File: src/rtl/smul_pkg.sv
package smul_pkg;
   localparam int OP_W = 2;

   typedef enum logic [OP_W-1:0] {
      OP_SHL  = 2'd0,
      OP_ADD  = 2'd1,
      OP_RSUB = 2'd2,
      OP_END  = 2'd3
   } smul_op_e;
endpackage

File: src/rtl/smul_step.sv
// One combinational step: a logarithmic barrel shifter feeding an adder/subtractor.
module smul_step
   import smul_pkg::*;
#(
   parameter int DATA_W  = 32,
   parameter int SHIFT_W = 5
) (
   input  logic [DATA_W-1:0]  y,
   input  smul_op_e           op,
   input  logic [SHIFT_W-1:0] sh,
   output logic [DATA_W-1:0]  z
);
   localparam int STAGES = SHIFT_W;

   if (DATA_W < 2) begin : g_bad_width
      $error("smul_step: DATA_W must be at least 2");
   end
   if (SHIFT_W < 1 || (1 << SHIFT_W) > 2 * DATA_W) begin : g_bad_shift
      $error("smul_step: SHIFT_W out of range for DATA_W");
   end

   logic [DATA_W-1:0] stage [STAGES+1];
   assign stage[0] = y;

   // Stage s shifts by 2^s when bit s of the shift amount is set.
   for (genvar s = 0; s < STAGES; s++) begin : g_stage
      if ((1 << s) >= DATA_W) begin : g_flush
         assign stage[s+1] = sh[s] ? '0 : stage[s];
      end else begin : g_move
         assign stage[s+1] = sh[s] ? {stage[s][DATA_W-1-(1<<s):0], {(1<<s){1'b0}}}
                                   : stage[s];
      end
   end

   logic [DATA_W-1:0] shifted;
   assign shifted = stage[STAGES];

   always_comb begin
      unique case (op)
         OP_SHL:  z = shifted;
         OP_ADD:  z = y + shifted;
         OP_RSUB: z = shifted - y;
         default: z = y;
      endcase
   end
endmodule

File: src/rtl/smul_seq.sv
// Step sequencer: tracks the active slot and issues the completion strobe.
module smul_seq #(
   parameter int MAX_STEPS = 4,
   localparam int IDX_W = (MAX_STEPS > 1) ? $clog2(MAX_STEPS) : 1
) (
   input  logic             clk,
   input  logic             rst_n,
   input  logic             launch,
   input  logic             halt,
   output logic             busy,
   output logic             advance,
   output logic [IDX_W-1:0] idx,
   output logic             done
);
   localparam logic [IDX_W-1:0] LAST = IDX_W'(MAX_STEPS - 1);

   if (MAX_STEPS < 1) begin : g_bad_steps
      $error("smul_seq: MAX_STEPS must be at least 1");
   end

   logic finish;
   assign finish  = busy && (halt || idx == LAST);
   assign advance = busy && !halt;

   always_ff @(posedge clk) begin
      if (!rst_n) begin
         busy <= 1'b0;
         idx  <= '0;
         done <= 1'b0;
      end else if (launch) begin
         busy <= 1'b1;
         idx  <= '0;
         done <= 1'b0;
      end else begin
         done <= finish;
         if (finish) begin
            busy <= 1'b0;
         end else if (busy) begin
            idx <= idx + 1'b1;
         end
      end
   end

   // the completion strobe never lasts two cycles
   a_r8_done_pulse: assert property (@(posedge clk) disable iff (!rst_n)
      done |=> !done);

   // the last slot always ends the run
   a_r7_step_limit: assert property (@(posedge clk) disable iff (!rst_n)
      (busy && idx == LAST) |=> (done && !busy));
endmodule

File: src/rtl/shift_add_mult.sv
module shift_add_mult
   import smul_pkg::*;
#(
   parameter int DATA_W    = 32,
   parameter int SHIFT_W   = 5,
   parameter int MAX_STEPS = 4,
   localparam int STEP_W   = OP_W + SHIFT_W,
   localparam int PROG_W   = MAX_STEPS * STEP_W
) (
   input  logic              clk,
   input  logic              rst_n,
   input  logic              start,
   input  logic [DATA_W-1:0] operand,
   input  logic [PROG_W-1:0] steps,
   output logic [DATA_W-1:0] product,
   output logic              done
);
   localparam int IDX_W = (MAX_STEPS > 1) ? $clog2(MAX_STEPS) : 1;

   if (STEP_W != OP_W + SHIFT_W) begin : g_bad_layout
      $error("shift_add_mult: descriptor layout mismatch");
   end

   logic              busy, advance, launch;
   logic [IDX_W-1:0]  idx;
   logic [PROG_W-1:0] prog_q;
   logic [DATA_W-1:0] acc, acc_nxt;
   logic [STEP_W-1:0] slot [MAX_STEPS];
   logic [STEP_W-1:0] cur;
   smul_op_e          cur_op;
   logic [SHIFT_W-1:0] cur_sh;

   assign launch = start && !busy;

   for (genvar k = 0; k < MAX_STEPS; k++) begin : g_slot
      assign slot[k] = prog_q[k*STEP_W +: STEP_W];
   end

   assign cur    = slot[idx];
   assign cur_op = smul_op_e'(cur[STEP_W-1 -: OP_W]);
   assign cur_sh = cur[SHIFT_W-1:0];

   smul_seq #(.MAX_STEPS(MAX_STEPS)) u_seq (
      .clk     (clk),
      .rst_n   (rst_n),
      .launch  (launch),
      .halt    (cur_op == OP_END),
      .busy    (busy),
      .advance (advance),
      .idx     (idx),
      .done    (done)
   );

   smul_step #(.DATA_W(DATA_W), .SHIFT_W(SHIFT_W)) u_step (
      .y  (acc),
      .op (cur_op),
      .sh (cur_sh),
      .z  (acc_nxt)
   );

   always_ff @(posedge clk) begin
      if (!rst_n) begin
         acc    <= '0;
         prog_q <= '0;
      end else if (launch) begin
         acc    <= operand;
         prog_q <= steps;
      end else if (advance) begin
         acc    <= acc_nxt;
      end
   end

   assign product = acc;

   // an accepted start loads the operand
   a_r1_load: assert property (@(posedge clk) disable iff (!rst_n)
      launch |=> (acc == $past(operand)));

   // shift step
   a_r2_shift: assert property (@(posedge clk) disable iff (!rst_n)
      (busy && cur_op == OP_SHL) |=> (acc == ($past(acc) << $past(cur_sh))));

   // shift-add step
   a_r3_add: assert property (@(posedge clk) disable iff (!rst_n)
      (busy && cur_op == OP_ADD) |=>
         (acc == $past(acc) + ($past(acc) << $past(cur_sh))));

   // reverse subtract step
   a_r4_rsub: assert property (@(posedge clk) disable iff (!rst_n)
      (busy && cur_op == OP_RSUB) |=>
         (acc == ($past(acc) << $past(cur_sh)) - $past(acc)));

   // end descriptor finishes without touching the result
   a_r6_end_hold: assert property (@(posedge clk) disable iff (!rst_n)
      (busy && cur_op == OP_END) |=> (done && $stable(acc)));

   // a start during a run leaves the captured program alone
   a_r10_ignore_busy: assert property (@(posedge clk) disable iff (!rst_n)
      (start && busy) |=> $stable(prog_q));
endmodule

File: config.mk
export PLATFORM = sky130hd
export DESIGN_NAME = shift_add_mult
export DESIGN_NICKNAME = d
export VERILOG_FILES = /design/src/rtl/smul_pkg.sv /design/src/rtl/smul_step.sv /design/src/rtl/smul_seq.sv /design/src/rtl/shift_add_mult.sv
export SDC_FILE = /design/constraint.sdc
export NUM_CORES = 1
export LEC_CHECK = 0
export BUFFER_PORTS_ARGS = -buffer_cell sky130_fd_sc_hd__buf_2
export CORE_UTILIZATION = 35
export DETAILED_ROUTE_END_ITERATION = 12
export PLACE_DENSITY = 0.63
export SLEW_MARGIN = 20
export SYNTH_ARGS = -nofsm -noshare
export SYNTH_HDL_FRONTEND = slang
export SYNTH_SLANG_ARGS = --single-unit
export TNS_END_PERCENT = 1
File: constraint.sdc
create_clock -name clk -period 5.1 [get_ports clk]
set_input_delay 0.51 -clock clk [delete_from_list [all_inputs] [get_ports clk]]
set_output_delay 0.51 -clock clk [all_outputs]
set_load 0.03 [all_outputs]
==> impl_metrics.tcl <==
set metrics [dict create \
    ys_types 73 \
    min_period_over_period_pct 95.7 \
    hpwl_mm 19.7 \
    initial_core_util_pct 36.2 \
    postPlaceCellArea_um2 8070 \
    cts.clk_slew.worst_paths_ps 70 \
    ff2ff_path_depth 19 \
    post_drt_wl_per_cell_um 20.0 \
    avgSynthCellArea_um2 7.30 \
    overflow 0 \
    hp-class "input port to flip-flop" \
    hold_violations 0 \
    vdd_drop_max_v 0.000187 \
    area_growth_pct 19.6 \
    p_leak_uw 0.00357 \
    fin_crit_ps 4880 \
    max_cap_violations 0 \
    crit_slowest_cell "dfxtp_1" \
    row_count 51 \
    final_common_cell "nand2_1" \
    drive_above_1_share_pct 20.2 \
    worstMarginPinSlew_ps 806 \
    synthArstFlopShare_pct 0 \
    ys_seq_area_share_pct 17.9 \
    synth_ff_type "dfxtp_1" \
    routed_via_density 5.92 \
    grt_usage_pct 25.6 \
    core_area_um2 19700 \
    die_w_um 145 \
    grt_pass1_wl_mm 40.8 \
    cts_tree "done" \
    hold_depth 3 \
    netlist_instances 979 \
    numCtsBuffers 9 \
    r2r_start "u_seq.idx[0]" \
    finalSetupViolations 0 \
    ctsLongestPathBuffers 2 \
    dieArea_um2 21000 \
    syn_area_um2 7150 \
    first_pass_iters 5 \
    drtAntennaViolNets 0 \
    crit_fanout 9 \
    syn_nets 1080 \
    drv_slew 0 \
    regArea_um2 1280 \
    ys_warn_count 0 \
    multi_input_area_um2 5540 \
    antenna_found_initial 0 \
    synth_edf_count 0 \
    grt_max_degree 43 \
    synth-seq-cells 64 \
    postCtsHoldBufs 0 \
    min_to "product[4]" \
    fin_hold_ws_ps 387 \
    utilization_pct 43.3 \
    fmaxAchievable_mhz 205 \
    path_cells "mux4_2, buf_4, mux2i_1, mux2i_1, nand2_1, o21ai_1, nor2_1, a211oi_1, ha_1, a21oi_1, o211ai_1, a41oi_1, buf_4, a31oi_1, and3_1, o211a_1, nor4_1, nor3_1, nor4_1" \
    drc_errors 0 \
    slew_headroom_pct 46.2 \
    critPathLaunchType "flip-flop" \
    grt_pass1_vias 7352 \
    r2r_setup_slack_ps 220 \
    hold_path_startpoint "operand[4]" \
    die_height_um 145 \
    htree_levels 3 \
    finalInstanceArea_um2 8540 \
    crit_type "flip-flop to flip-flop" \
    power_density_nw_per_um2 385 \
    portBuffers 95 \
    worstPathRequired_ps 5370 \
    num_antenna_cells 0 \
    drt_iter0_drc 776 \
    gp_congestion 0.977 \
    cts.sinks 64 \
    crit_arrival_ps 5150 \
    cts_root_buf "clkbuf_16" \
    final_nets 1171 \
    slowest_delay_ps 610 \
    worstSetupEndpointType "flip-flop" \
    clkLatencyLatePin_ps 350 \
    num_vias 7931 \
    most-common-layout-cells "nand2_1, buf_2, nor2_1" \
    wl_mm 26.8 \
    setup_tns_ps 0 \
    r2r-end "product[30]" \
    finClkSkew_ps 12.3 \
    fillers 2037 \
    outcome "completed" \
    ios 96 \
]
[synth_stat cells (7+ instances only)]
cell | count | area (um2)
a211oi_1 | 22 | 165
a21boi_0 | 30 | 225
a21o_1 | 9 | 67.6
a21oi_1 | 86 | 430
and3_1 | 7 | 43.8
buf_2 | 14 | 70.1
clkbuf_1 | 62 | 233
dfxtp_1 | 64 | 1280
ha_1 | 37 | 463
inv_1 | 20 | 75.1
mux2_2 | 11 | 124
mux2i_1 | 74 | 741
nand2_1 | 147 | 552
nand2b_1 | 7 | 43.8
nand3_1 | 17 | 85.1
nand4_1 | 11 | 68.8
nor2_1 | 93 | 349
nor3_1 | 15 | 75.1
nor4_1 | 8 | 50.1
o211ai_1 | 14 | 105
o21ai_0 | 27 | 135
o21ai_1 | 13 | 65.1
o221ai_1 | 19 | 166
o31ai_1 | 7 | 52.6
xnor2_1 | 42 | 368
xor2_1 | 16 | 140
[cell families (layout without fill, tap and decap cells)]
logic type / count (synthesis) / count (layout) / share of synthesized area [%]
muxes: 93 / 95 / 14.3
buffers and inverters: 103 / 197 / 5.81
xor gates and xnor gates: 59 / 59 / 7.34
adders and majority gates: 38 / 38 / 6.76
AOI/OAI and AO/OA: 292 / 292 / 27.4
DFF: 64 / 64 / 17.9
and+or+nand+nor: 330 / 330 / 20.5
[flip-flops by register name (all words and copies together), names as in the netlist]
register,count
u_seq.done,1
u_seq.idx,2
u_seq.busy,1
product,32
prog_q,28
[worst max-delay path: cells and delay by family (launching register included)]
kind | cells | cell delay (ps)
compound gates | 7 | 1610
fa+ha+maj | 1 | 330
buf+inv | 2 | 360
flops | 1 | 610
mux | 3 | 900
simple gates | 6 | 990
[report_power, final]
| part | internal (uW) | switching, uW |
|---|---|---|
| Clock | 434 | 273 |
| Combinational | 771 | 1160 |
| Sequential | 550 | 99.6 |
[final cells by class]
type,count,area share (%)
Tap cell,265,3.88
Clock buffer,9,2.64
Clock inverter,7,1.20
Timing Repair Buffer,159,11.4
Multi-Input combinational cell,814,64.9
Inverter,22,0.981
Sequential cell,64,15.0
[metal layers]
| layer | global-route usage (%) | vias up | part of all wire (%) |
|---|---|---|---|
| met5 | 0 | - | 0 |
| li1 | - | 3759 | - |
| met2 | 41.4 | 374 | 46 |
| met1 | 33.7 | 3738 | 42 |
| met4 | 9.92 | 0 | 3.3 |
| met3 | 4.51 | 60 | 8.4 |
[per-stage QoR]
| step | std cells | setup slack (ps) | total power [uW] |
|---|---|---|---|
| 2_1_floorplan | 979 | 667 | 1960 |
| 3_3_place_gp | 1313 | 195 | 2520 |
| 3_5_place_dp | 1313 | 84.8 | 2520 |
| 4_1_cts | 1329 | 10.5 | 3240 |
| 5_1_grt | 1340 | -20.0 | 3500 |
| 6_report | 1340 | 219 | 3290 |
[timing repair]
item,in CTS,in global routing
endpoints found under the setup margin,0,7
hold endpoints to repair,0,0
setup buffers,0,9
gates resized for setup,0,12
[worst max path at each step]
stage,from,endpoint,slack [ps]
final,u_seq.idx[0],product[30],220
after global routing,u_seq.idx[0],product[20],-20
after CTS,u_seq.idx[1],product[31],10
after detailed placement,u_seq.idx[1],product[31],80
after global placement,u_seq.idx[1],product[30],200
after floorplan,u_seq.idx[1],product[31],670
No activity file was read; power rests on OpenSTA's default activity.
